## src/rtl/pitv_pkg.sv

```systemverilog
package pitv_pkg;
    localparam int REG_W   = 16;
    localparam int CNT_W   = 8;
    localparam int VEC_W   = 8;
    localparam int LVL_W   = 3;
    localparam int ID_W    = 4;
    localparam int LVL_LSB = 8;
    localparam int PRE_BIT = 8;
    localparam logic [VEC_W-1:0] VEC_RST = 8'h0F;

    typedef struct packed {
        logic [LVL_W-1:0] lvl;
        logic [VEC_W-1:0] vec;
    } ctl_t;

    typedef struct packed {
        logic             pre;
        logic [CNT_W-1:0] cnt;
    } tmr_t;
endpackage

```

## src/rtl/pitv_regs.sv

```systemverilog
module pitv_regs
    import pitv_pkg::*;
(
    input  logic             clk,
    input  logic             rst_n,
    input  logic             ctl_we_i,
    input  logic             tmr_we_i,
    input  logic [REG_W-1:0] wdata_i,
    output ctl_t             ctl_o,
    output tmr_t             tmr_o
);
    typedef struct packed {
        ctl_t ctl;
        tmr_t tmr;
    } regs_t;

    regs_t r_d, r_q;

    always_comb begin
        r_d = r_q;
        if (ctl_we_i) begin
            r_d.ctl.lvl = wdata_i[LVL_LSB +: LVL_W];
            r_d.ctl.vec = wdata_i[VEC_W-1:0];
        end
        if (tmr_we_i) begin
            r_d.tmr.pre = wdata_i[PRE_BIT];
            r_d.tmr.cnt = wdata_i[CNT_W-1:0];
        end
    end

    always_ff @(posedge clk) begin
        if (!rst_n) begin
            r_q.ctl.lvl <= '0;
            r_q.ctl.vec <= VEC_RST;
            r_q.tmr     <= '0;
        end else begin
            r_q <= r_d;
        end
    end

    assign ctl_o = r_q.ctl;
    assign tmr_o = r_q.tmr;

    // the control register holds its reset vector until it is written
    p_ctl_hold_r1: assert property (@(posedge clk) disable iff (!rst_n)
        !ctl_we_i |=> ctl_o == $past(ctl_o));
endmodule

```

## src/rtl/pitv_prescale.sv

```systemverilog
module pitv_prescale #(
    parameter int DIV = 512
) (
    input  logic clk,
    input  logic rst_n,
    input  logic clr_i,
    input  logic tick_i,
    input  logic sel_i,
    output logic pulse_o
);
    localparam int PW = (DIV > 1) ? $clog2(DIV) : 1;
    localparam logic [PW-1:0] LAST = PW'(DIV - 1);

    typedef struct packed {
        logic [PW-1:0] pc;
    } pre_t;

    pre_t s_d, s_q;

    always_comb begin
        s_d     = s_q;
        pulse_o = 1'b0;
        if (clr_i) begin
            s_d.pc = '0;
        end else if (tick_i) begin
            if (!sel_i) begin
                pulse_o = 1'b1;
            end else if (s_q.pc == LAST) begin
                pulse_o = 1'b1;
                s_d.pc  = '0;
            end else begin
                s_d.pc = s_q.pc + 1'b1;
            end
        end
    end

    always_ff @(posedge clk) begin
        if (!rst_n) s_q <= '0;
        else        s_q <= s_d;
    end

    // without the prescaler every tick passes straight through
    p_bypass_r4: assert property (@(posedge clk) disable iff (!rst_n)
        (tick_i && !sel_i && !clr_i) |-> pulse_o);
    // no pulse is produced without an input tick
    p_no_tick_r4: assert property (@(posedge clk) disable iff (!rst_n)
        !tick_i |-> !pulse_o);
endmodule

```

## src/rtl/pitv_count.sv

```systemverilog
module pitv_count
    import pitv_pkg::*;
(
    input  logic             clk,
    input  logic             rst_n,
    input  logic             load_i,
    input  logic [CNT_W-1:0] load_cnt_i,
    input  logic             freeze_i,
    input  logic             step_i,
    input  logic [CNT_W-1:0] reload_i,
    output logic             run_o,
    output logic             hit_o
);
    typedef struct packed {
        logic [CNT_W-1:0] cnt;
        logic             run;
    } cnt_t;

    cnt_t s_d, s_q;

    always_comb begin
        s_d   = s_q;
        hit_o = 1'b0;
        if (load_i) begin
            s_d.cnt = load_cnt_i;
            s_d.run = (load_cnt_i != '0) && !freeze_i;
        end else if (freeze_i) begin
            s_d.run = 1'b0;
        end else if (s_q.run && step_i) begin
            if (s_q.cnt == CNT_W'(1)) begin
                hit_o   = 1'b1;
                s_d.cnt = reload_i;
                s_d.run = (reload_i != '0);
            end else begin
                s_d.cnt = s_q.cnt - 1'b1;
            end
        end
    end

    always_ff @(posedge clk) begin
        if (!rst_n) s_q <= '0;
        else        s_q <= s_d;
    end

    assign run_o = s_q.run;

    // freezing always leaves the timer stopped
    p_frozen_stops_r6: assert property (@(posedge clk) disable iff (!rst_n)
        freeze_i |=> !run_o);
    // a zero count write stops the timer
    p_zero_stops_r5: assert property (@(posedge clk) disable iff (!rst_n)
        (load_i && load_cnt_i == '0) |=> !run_o);
    // an expiry with a nonzero count keeps the timer running
    p_reload_r3: assert property (@(posedge clk) disable iff (!rst_n)
        (hit_o && reload_i != '0) |=> run_o);
    // expiry only happens while running
    p_hit_needs_run_r2: assert property (@(posedge clk) disable iff (!rst_n)
        hit_o |-> (run_o && step_i));
endmodule

```

## src/rtl/pitv_req.sv

```systemverilog
module pitv_req
    import pitv_pkg::*;
(
    input  logic             clk,
    input  logic             rst_n,
    input  logic             hit_i,
    input  logic             iack_i,
    input  logic [LVL_W-1:0] lvl_i,
    input  logic [VEC_W-1:0] vec_i,
    input  logic [LVL_W-1:0] arb_level_i,
    input  logic [ID_W-1:0]  arb_id_i,
    output logic [LVL_W-1:0] irq_level_o,
    output logic [VEC_W-1:0] vec_o,
    output logic [ID_W-1:0]  arb_id_o
);
    typedef struct packed {
        logic pend;
    } req_t;

    req_t s_d, s_q;

    always_comb begin
        s_d = s_q;
        if (hit_i)       s_d.pend = 1'b1;
        else if (iack_i) s_d.pend = 1'b0;
    end

    always_ff @(posedge clk) begin
        if (!rst_n) s_q <= '0;
        else        s_q <= s_d;
    end

    assign irq_level_o = s_q.pend ? lvl_i : '0;
    assign vec_o       = iack_i ? vec_i : '0;
    assign arb_id_o    = ((irq_level_o != '0) && (arb_level_i == irq_level_o)) ? arb_id_i : '0;

    // an acknowledge without a new expiry drops the request
    p_ack_clears_r8: assert property (@(posedge clk) disable iff (!rst_n)
        (iack_i && !hit_i) |=> irq_level_o == '0);
    // an expiry makes the programmed level visible next cycle
    p_hit_sets_r2: assert property (@(posedge clk) disable iff (!rst_n)
        hit_i |=> irq_level_o == lvl_i);
    // nothing pending means no arbitration answer
    p_arb_idle_r9: assert property (@(posedge clk) disable iff (!rst_n)
        (irq_level_o == '0) |-> (arb_id_o == '0));
endmodule

```

## src/rtl/pit_vec_timer.sv

```systemverilog
module pit_vec_timer
    import pitv_pkg::*;
#(
    parameter int PRE_DIV = 512
) (
    input  logic             clk,
    input  logic             rst_n,
    input  logic             tick_i,
    input  logic             freeze_i,
    input  logic [ID_W-1:0]  arb_id_i,
    input  logic             ctl_we_i,
    input  logic             tmr_we_i,
    input  logic [REG_W-1:0] wdata_i,
    output logic [REG_W-1:0] ctl_rd_o,
    output logic [REG_W-1:0] tmr_rd_o,
    input  logic             iack_i,
    output logic [VEC_W-1:0] vec_o,
    input  logic [LVL_W-1:0] arb_level_i,
    output logic [ID_W-1:0]  arb_id_o,
    output logic [LVL_W-1:0] irq_level_o
);
    ctl_t ctl;
    tmr_t tmr;
    logic run, step, hit, gated_tick;

    pitv_regs u_regs (
        .clk      (clk),
        .rst_n    (rst_n),
        .ctl_we_i (ctl_we_i),
        .tmr_we_i (tmr_we_i),
        .wdata_i  (wdata_i),
        .ctl_o    (ctl),
        .tmr_o    (tmr)
    );

    assign gated_tick = tick_i && run && !freeze_i;

    pitv_prescale #(.DIV(PRE_DIV)) u_pre (
        .clk     (clk),
        .rst_n   (rst_n),
        .clr_i   (tmr_we_i),
        .tick_i  (gated_tick),
        .sel_i   (tmr.pre),
        .pulse_o (step)
    );

    pitv_count u_cnt (
        .clk        (clk),
        .rst_n      (rst_n),
        .load_i     (tmr_we_i),
        .load_cnt_i (wdata_i[CNT_W-1:0]),
        .freeze_i   (freeze_i),
        .step_i     (step),
        .reload_i   (tmr.cnt),
        .run_o      (run),
        .hit_o      (hit)
    );

    pitv_req u_req (
        .clk         (clk),
        .rst_n       (rst_n),
        .hit_i       (hit),
        .iack_i      (iack_i),
        .lvl_i       (ctl.lvl),
        .vec_i       (ctl.vec),
        .arb_level_i (arb_level_i),
        .arb_id_i    (arb_id_i),
        .irq_level_o (irq_level_o),
        .vec_o       (vec_o),
        .arb_id_o    (arb_id_o)
    );

    always_comb begin
        ctl_rd_o = '0;
        ctl_rd_o[LVL_LSB +: LVL_W] = ctl.lvl;
        ctl_rd_o[VEC_W-1:0]        = ctl.vec;
        tmr_rd_o = '0;
        tmr_rd_o[PRE_BIT]          = tmr.pre;
        tmr_rd_o[CNT_W-1:0]        = tmr.cnt;
    end
endmodule

```

## config.mk

```make
export PLATFORM = sky130hd
export DESIGN_NAME = pit_vec_timer
export DESIGN_NICKNAME = d
export VERILOG_FILES = /design/src/rtl/pitv_pkg.sv /design/src/rtl/pitv_regs.sv /design/src/rtl/pitv_prescale.sv /design/src/rtl/pitv_count.sv /design/src/rtl/pitv_req.sv /design/src/rtl/pit_vec_timer.sv
export SDC_FILE = /design/constraint.sdc
export NUM_CORES = 1
export LEC_CHECK = 0
export BUFFER_PORTS_ARGS = -buffer_cell sky130_fd_sc_hd__buf_2
export CAP_MARGIN = 20
export CORE_ASPECT_RATIO = 1.1
export CORE_MARGIN = 2
export CORE_UTILIZATION = 53
export DETAILED_ROUTE_END_ITERATION = 16
export PLACE_DENSITY = 0.85
export SKIP_CTS_REPAIR_TIMING = 1
export SKIP_LAST_GASP = 1
export SLEW_MARGIN = 20
export SYNTH_ARGS = -nofsm -noshare
export SYNTH_HDL_FRONTEND = slang
export SYNTH_SLANG_ARGS = --single-unit
```

## constraint.sdc

```tcl
create_clock -name clk -period 5.9 [get_ports clk]
set_input_delay 0.885 -clock clk [delete_from_list [all_inputs] [get_ports clk]]
set_output_delay 0.885 -clock clk [all_outputs]
set_load 0.01 [all_outputs]
```

==> out/metrics.cfg, run 1 <==
[synthesis]
synth_top_area_share_pct = 36.8
synth_ff_type = dfxtp_1
yosysSeqAreaShare_pct = 36.8
yosys_register_bits = 39
avgSynthCellArea_sq_um = 8.76
ys_types = 45
synth-edff-count = 0
synthCells = 242
mappedNetlistArea_sq_mm = 0.00212
async_flop_share_pct = 0
synthTopCellsByArea = dfxtp_1, mux2i_1, and2_1
yosysWarnings = 0
synth_top_area_cell = dfxtp_1

[floorplan]
die_h_microns = 70.3
dieArea_sq_mm = 0.00452
fp.dieW_microns = 64.3
core_sq_mm = 0.00390
pin_count = 77
rows = 24
initial_utilization_pct = 54.3

[place]
post_dp_cell_area_sq_mm = 0.00237
portBuffers = 59
place_congestion = 0.925
place_worst_setup_slack_ns = 3.21
dp_hpwl_mm = 3.51

[setup_path]
path_class = flip-flop to flip-flop
startpoint_type = flip-flop
path_cells = ha_1 > nand3_1 > nor2_1 > ha_1 > inv_1 > a211oi_1 > nor2_1 > a22oi_1 > a21boi_0
slowest_stage = a211oi_1
worstPathArrival_ns = 2.71
cp_data_required_time_ns = 6.06
max_stage_delay_ns = 0.71
critPathCaptureType = flip-flop
cp_max_fo = 8

[sta]
rsz0062_at_grt = no
worstMarginPinSlew_ns = 0.821
slew_headroom_pct = 45.0
fin_ws_ns = 3.35
finalSetupViolations = 0
slew_violations = 0
final.min_clock_period_ns = 2.55
tns_ns = 0
finalHoldViolations = 0
fin_skew_ns = 0.00180
fmax_ghz = 0.392
period_share_pct = 43.2

[global_route]
overflow = 0
grt_max_degree = 33
grt_pass1_vias = 1748
grt.total_usage_pct = 22.0
antenna_found_initial = 0
grt_pass1_wl_mm = 7.87

[power]
ir_worst_vdd_v = 0.000162
p_sw_share_pct = 27.1
total_leakage_power_nw = 1.08
p_clk_share_pct = 30.0
seqPwrFrac_pct = 53.3
comb_power_share_pct = 16.8
p_int_mw = 0.394
p_sw_mw = 0.147
p_per_area_mw_per_mm2 = 222

[status]
status = completed

[cts]
clkLatencyLatePin_ns = 0.28
htreeDepth = 2
cts_inserted_buffers = 5
cts.path.max_buffers = 2
cts_sinks = 39
clk_pin_slew_ns = 0.07
cts-root-buf = clkbuf_8
cts_tree = done

[cells_and_area]
fin_nets = 331
post-route-util_pct = 62.6
antennaDiodeCount = 0
area_delta_synth_final_pct = 15.2
drive_gt1_share_pct = 23.0
final_cell_mix = buf_2, dfxtp_1, mux2i_1, nor2_1
layout_commonest_cell = buf_2
finalInstanceArea_sq_mm = 0.00244

[hold_path]
min_path_type = flip-flop to flip-flop

[routing]
ant_nets = 0
num_vias = 1944
firstDrtPassIters = 4
wl_mm = 4.73
vias_per_cell = 5.59
drtIter0Drc = 118
drc = 0
wire_per_inst_microns = 13.6

[run]
maxCapViolations = 0

## power groups by stage
| stage | Clock [mW] | Combinational (mW) | Sequential (mW) |
|---|---|---|---|
| final | 0.162 | 0.0908 | 0.288 |
| after global routing | 0.177 | 0.101 | 0.290 |
| after CTS | 0.167 | 0.0908 | 0.288 |
| after detailed placement | 0 | 0.0904 | 0.294 |
| after global placement | 0 | 0.0875 | 0.293 |
| after floorplan | 0 | 0.0633 | 0.295 |
## through the flow
step	std cells	total power, mW	hold WS (ns)
3_5_place_dp	342	0.384	0.462
5_1_grt	348	0.568	0.494
2_1_floorplan	253	0.358	0.436
3_3_place_gp	342	0.381	0.448
6_report	348	0.541	0.468
4_1_cts	348	0.546	0.471
## metal layers
| metal | routed length [microns] | global-route usage (%) | share of wire (%) |
|---|---|---|---|
| met2 | 2350 | 35.9 | 50 |
| met5 | 0 | 0 | 0 |
| met1 | 1930 | 26.0 | 41 |
| met3 | 315 | 5.64 | 6.7 |
| met4 | 133 | 12.5 | 2.8 |
## kinds of logic after synthesis
| group | after synthesis | share of synthesized area [%] |
|---|---|---|
| xor gates and xnor gates | 8 | 3.30 |
| buffers and inverters | 28 | 8.20 |
| muxes | 21 | 9.91 |
| AOI/OAI and AO/OA | 47 | 14.9 |
| adders and majority gates | 4 | 2.36 |
| and+or+nand+nor | 94 | 24.3 |
| other | 1 | 0.177 |
| DFF | 39 | 36.8 |
## layout make-up
type                            count  area, sq um
Fill cell                         353         1460
Multi-Input combinational cell    186         1210
Sequential cell                    39          781
Timing Repair Buffer               59          295
Clock buffer                        6         72.6
Tap cell                           52         65.1
Inverter                            6         22.5
## state kept, by name (all words and copies together), names as in the netlist
name          cells
u_cnt.s_q         8
u_pre.s_q         9
u_regs.ctl_o     11
u_cnt.run_o       1
u_regs.tmr_o      9
u_req.s_q         1
## final timing paths
path	from	end	slack, ns	cells past startpoint
max	u_pre.s_q[0]$_SDFFE_PP0P_	u_cnt.s_q[6]$_SDFFE_PN0P_	3.35	9
min	u_pre.s_q[8]$_SDFFE_PP0P_	u_pre.s_q[8]$_SDFFE_PP0P_	0.47	2
max reg2reg	u_pre.s_q[0]$_SDFFE_PP0P_	u_cnt.s_q[6]$_SDFFE_PN0P_	3.35	9
min reg2reg	u_pre.s_q[8]$_SDFFE_PP0P_	u_pre.s_q[8]$_SDFFE_PP0P_	0.47	2
## synthesized netlist by cell type, drive strengths merged (2+ instances only)
cell type and number:
nand2 15, a22oi 8, and2 16, a31oi 3, nand4 5, ha 4, o22ai 2, nand2b 3
xor2 4, inv 6, clkbuf 5, nand3b 2, buf 17, or3 3, a211o 2, nor3 3
o211ai 3, nor2 20, a21boi 8, nand3 2, mux2i 21, a21oi 7, xnor2 4, nor2b 16
nor4 3, o21ai 9, or4b 2, dfxtp 39
## worst max-delay path, delay by kind of cell (launching register included)
family	cells	cell delay, ns
compound gates	3	1.06
simple gates	3	0.53
fa+ha+maj	2	0.39
flops	1	0.37
buf+inv	1	0.07
No activity file was read; power rests on OpenSTA's default activity.
==> run 2, diff against run 1 <==
--- a/config.mk
+++ b/config.mk
@@ -9,9 +9,9 @@
 export CAP_MARGIN = 20
 export CORE_ASPECT_RATIO = 1.1
 export CORE_MARGIN = 2
-export CORE_UTILIZATION = 53
+export CORE_UTILIZATION = 45
 export DETAILED_ROUTE_END_ITERATION = 16
-export PLACE_DENSITY = 0.85
+export PLACE_DENSITY = 0.77
 export SKIP_CTS_REPAIR_TIMING = 1
 export SKIP_LAST_GASP = 1
 export SLEW_MARGIN = 20
==> constraint.sdc (replaced) <==
create_clock -name clk -period 2.3 [get_ports clk]
set_input_delay 0.345 -clock clk [delete_from_list [all_inputs] [get_ports clk]]
set_output_delay 0.345 -clock clk [all_outputs]
set_load 0.01 [all_outputs]
==> run 2 against run 1 <==
Combinational power increased to 2.6 times the previous value. Count of clock-buffer cells in the layout fell by 1. Worst setup slack got worse by 3.2 ns.
==> out/metrics.cfg, run 2 (synthesis gave the netlist of run 1 again) <==
[routing]
wl_mm = 4.88
ant_nets = 0
drc = 0
firstDrtPassIters = 4
drtIter0Drc = 56
num_vias = 1875
wire_per_inst_microns = 13.7
vias_per_cell = 5.25

[setup_path]
cp_max_fo = 8
worstPathArrival_ns = 2.33
slowest_stage = nor4b_1
cp_common_cell = o21ai_0
cp_data_required_time_ns = 2.52
critPathCaptureType = flip-flop
path_cells = inv_1 > ha_1 > nor4b_1 > nand2b_1 > o21ai_0 > nand4_1 > o21ai_0
startpoint_type = flip-flop
path_class = flip-flop to flip-flop
max_stage_delay_ns = 0.55

[cts]
cts_sinks = 39
cts-root-buf = clkbuf_8
cts.path.max_buffers = 2
clk_pin_slew_ns = 0.08
htreeDepth = 2
cts_tree = done
clkLatencyLatePin_ns = 0.29
cts_inserted_buffers = 5

[floorplan]
rows = 26
fp.dieW_microns = 69.5
core_sq_mm = 0.00459
initial_utilization_pct = 46.2
die_h_microns = 76
pin_count = 77
dieArea_sq_mm = 0.00528

[cells_and_area]
largest_register_ffs = 11
layout_commonest_cell = buf_2
drive_gt1_share_pct = 24.6
post-route-util_pct = 54.8
final_cell_mix = buf_2, dfxtp_1, mux2i_1, nor2_1
finalInstanceArea_sq_mm = 0.00251
fin_nets = 335
area_delta_synth_final_pct = 18.5
antennaDiodeCount = 0

[power]
p_per_area_mw_per_mm2 = 610
ir_worst_vdd_v = 0.000382
seqPwrFrac_pct = 48.1
p_clk_share_pct = 36.4
comb_power_share_pct = 15.5
total_leakage_power_nw = 1.12
p_int_mw = 1.13
power.total_mw = 1.53
p_sw_share_pct = 26.2
p_sw_mw = 0.402

[status]
status = completed

[hold_path]
min_path_type = input port to flip-flop

[place]
dp_hpwl_mm = 3.53
place_worst_setup_slack_ns = 0.246
place_congestion = 0.830
portBuffers = 59
post_dp_cell_area_sq_mm = 0.00241

[global_route]
grt_pass1_vias = 1743
grt.total_usage_pct = 18.9
grt_pass1_wl_mm = 8.18
antenna_found_initial = 0
overflow = 0
grt_max_degree = 32

[sta]
final.min_clock_period_ns = 2.11
finalSetupViolations = 0
fin_ws_ns = 0.195
slew_headroom_pct = 56.6
tns_ns = 0
rsz0062_at_grt = no
finalHoldViolations = 0
fmax_ghz = 0.475
period_share_pct = 91.5
fin_skew_ns = 0.00764
slew_violations = 0
worstMarginPinSlew_ns = 0.642

[run]
maxCapViolations = 0

## run 2: changes by cell type in the layout (fill, tap and decap cells not counted), sizes merged
cell	before	now
buf	59	63
clkinvlp	0	1
clkbuf	6	5
bufinv	0	1
## run 2: final timing paths
kind	depth (start not counted)	start	slack, ns	endpoint
hold / removal	3	wdata_i[9]	0.32	u_regs.ctl_o[9]$_SDFFE_PN0P_
setup / recovery	7	u_cnt.s_q[2]$_SDFFE_PN0P_	0.19	u_cnt.run_o$_SDFFE_PN0P_
hold reg to reg	2	u_pre.s_q[8]$_SDFFE_PP0P_	0.47	u_pre.s_q[8]$_SDFFE_PP0P_
setup reg to reg	7	u_cnt.s_q[2]$_SDFFE_PN0P_	0.19	u_cnt.run_o$_SDFFE_PN0P_
## run 2: through the flow
stage	cells	hold slack (ns)
after floorplan	253	0.436
after global placement	350	0.449
after detailed placement	350	0.462
after CTS	357	0.317
after global routing	357	0.334
final	357	0.315
## run 2: power by group through the flow
stage | logic [mW] | registers, mW | clock network [mW]
5_1_grt | 0.264 | 0.742 | 0.607
2_1_floorplan | 0.162 | 0.756 | 0
3_5_place_dp | 0.236 | 0.752 | 0
6_report | 0.237 | 0.737 | 0.558
4_1_cts | 0.239 | 0.736 | 0.565
3_3_place_gp | 0.232 | 0.750 | 0
## run 2: layout make-up
cell class / count / area [sq um]
Fill cell: 416 / 2070
Multi-Input combinational cell: 186 / 1210
Sequential cell: 39 / 781
Timing Repair Buffer: 63 / 325
Tap cell: 56 / 70.1
Clock buffer: 5 / 68.8
Clock inverter: 2 / 37.5
Inverter: 6 / 22.5
## run 2: layer usage
layer / GRT usage [%] / routed length (microns) / part of all wire, % / vias up
met1: 22.6 / 2060 / 42 / 860
met4: 5.69 / 84 / 1.7 / 0
li1: - / - / - / 941
met5: 0 / 0 / 0 / -
met3: 4.50 / 315 / 6.5 / 7
met2: 33.4 / 2420 / 50 / 67
## run 2: critical path: cells and delay by family, from the launching register on
family | cells | cell delay (ns)
and+or+nand+nor | 3 | 0.96
DFF | 1 | 0.39
AOI/OAI and AO/OA | 2 | 0.35
adders and majority gates | 1 | 0.23
buffers and inverters | 1 | 0.11
==> run 3, diff against run 2 <==
--- a/config.mk
+++ b/config.mk
@@ -6,12 +6,12 @@
 export NUM_CORES = 1
 export LEC_CHECK = 0
 export BUFFER_PORTS_ARGS = -buffer_cell sky130_fd_sc_hd__buf_2
-export CAP_MARGIN = 20
+export CAP_MARGIN = 30
 export CORE_ASPECT_RATIO = 1.1
 export CORE_MARGIN = 2
-export CORE_UTILIZATION = 45
+export CORE_UTILIZATION = 49
 export DETAILED_ROUTE_END_ITERATION = 16
-export PLACE_DENSITY = 0.77
+export PLACE_DENSITY = 0.79
 export SKIP_CTS_REPAIR_TIMING = 1
 export SKIP_LAST_GASP = 1
 export SLEW_MARGIN = 20
==> constraint.sdc (replaced) <==
create_clock -name clk -period 1.95 [get_ports clk]
set_input_delay 0.2925 -clock clk [delete_from_list [all_inputs] [get_ports clk]]
set_output_delay 0.2925 -clock clk [all_outputs]
set_load 0.01 [all_outputs]
==> run 3 against run 2 <==
Global-route usage rose by 2.6 points. Highest routed layer unchanged. Count of clock-buffer cells in the layout rose by 2. First-iteration DRC count rose by 75%. Non-clock buffer count rose by 11. Largest cell class unchanged. Utilization rose by 6.6 points.
==> out/metrics.cfg, run 3 (synthesis gave the netlist of run 1 again) <==
[place]
place_worst_setup_slack_ns = 0.0656
place_congestion = 0.866
post_dp_cell_area_sq_mm = 0.00249
portBuffers = 59
dpl.cell_count = 359
dp_hpwl_mm = 3.77

[routing]
wl_mm = 5.01
wire_per_inst_microns = 13.6
drc = 0
num_vias = 2006
firstDrtPassIters = 4
drtIter0Drc = 98
ant_nets = 0
vias_per_cell = 5.47

[cells_and_area]
finalInstanceArea_sq_mm = 0.00259
layout_commonest_cell = buf_2
antennaDiodeCount = 0
stdcell_count = 367
post-route-util_pct = 61.4
largest_register_ffs = 11
drive_gt1_share_pct = 29.4
seqCellArea_sq_um = 782
fin_nets = 346
area_delta_synth_final_pct = 22.3
nFillCells = 383
multi_input_area_sq_mm = 0.00123
final_cell_mix = buf_2, dfxtp_1, mux2i_1, nor2_1

[global_route]
overflow = 0
grt_pass1_wl_mm = 8.10
grt_max_degree = 32
grt_pass1_vias = 1815
grt.total_usage_pct = 21.5
antenna_found_initial = 0

[cts]
cts.path.max_buffers = 2
cts-root-buf = clkbuf_8
cts_sinks = 39
clkLatencyLatePin_ns = 0.29
clk_pin_slew_ns = 0.08
htreeDepth = 2
cts_tree = done
cts_inserted_buffers = 5

[sta]
finalSetupViolations = 0
finalHoldViolations = 0
fmax_ghz = 0.531
rsz0062_at_grt = no
fin_ws_ns = 0.0663
period_share_pct = 96.6
fin_skew_ns = 0.00576
slew_violations = 0
whs_ns = 0.255
tns_ns = 0
final.min_clock_period_ns = 1.88

[hold_path]
hold_depth = 3
min_path_type = input port to flip-flop

[run]
maxCapViolations = 0

[setup_path]
crit_cells = 6
cp_top_family = simple AND/OR/NAND/NOR gates
cp_max_fo = 4
critPathCaptureType = flip-flop
path_cells = inv_2 > ha_2 > or4b_4 > or4b_4 > o2111ai_1 > a21boi_1
cp_data_required_time_ns = 2.13
critPathBufInv = 1
cp_common_cell = or4b_4
r2r_end = u_cnt.s_q[8]$_SDFFE_PN0P_
critPathCapture = u_cnt.s_q[8]$_SDFFE_PN0P_
rr_startpoint = u_cnt.s_q[2]$_SDFFE_PN0P_
r2r_slack_ns = 0.07
worstPathArrival_ns = 2.06
slowest_stage = or4b_4
startpoint_type = flip-flop
rr_worst_depth = 6
critPathLaunch = u_cnt.s_q[2]$_SDFFE_PN0P_
path_class = flip-flop to flip-flop
max_stage_delay_ns = 0.52

[power]
p_per_area_mw_per_mm2 = 651
ir_worst_vdd_v = 0.000486
total_leakage_power_nw = 1.17
power.total_mw = 1.69

[floorplan]
dieArea_sq_mm = 0.00487
core_sq_mm = 0.00422
fp.dieW_microns = 66.7
pin_count = 77
initial_utilization_pct = 50.2
die_h_microns = 73
rows = 25

[status]
status = completed

[run 3: area by class of cell]
| cell class | count | area share (%) |
|---|---|---|
| Clock buffer | 7 | 2.94 |
| Clock inverter | 1 | 0.193 |
| Inverter | 6 | 0.868 |
| Multi-Input combinational cell | 186 | 47.5 |
| Sequential cell | 39 | 30.1 |
| Tap cell | 54 | 2.60 |
| Timing Repair Buffer | 74 | 15.7 |
[run 3: worst min path at each step]
stage,from,endpoint,slack [ns]
floorplan,wdata_i[0],u_regs.ctl_o[0]$_SDFFE_PN1P_,0.42
global placement,u_pre.s_q[8]$_SDFFE_PP0P_,u_pre.s_q[8]$_SDFFE_PP0P_,0.45
detailed placement,u_cnt.run_o$_SDFFE_PN0P_,u_cnt.run_o$_SDFFE_PN0P_,0.46
CTS,wdata_i[9],u_regs.ctl_o[9]$_SDFFE_PN0P_,0.26
global route,wdata_i[9],u_regs.ctl_o[9]$_SDFFE_PN0P_,0.27
finish,wdata_i[9],u_regs.ctl_o[9]$_SDFFE_PN0P_,0.26
[run 3: tightest hold or removal path: stages]
cell and delay [ns]:
buf_2 0.07, mux2i_1 0.05, nor2b_1 0.09
[run 3: where the power goes]
part	internal [mW]	switching, mW	total [mW]
sequential	0.832	0.0345	0.867
clock	0.251	0.274	0.525
combinational	0.135	0.162	0.297
total	1.22	0.470	1.69
[run 3: routing by layer]
metal / share of wire, % / global-route usage [%]
met5: 0 / 0
met4: 2.2 / 7.48
met3: 6.2 / 4.78
met2: 51 / 39.9
met1: 41 / 23.9
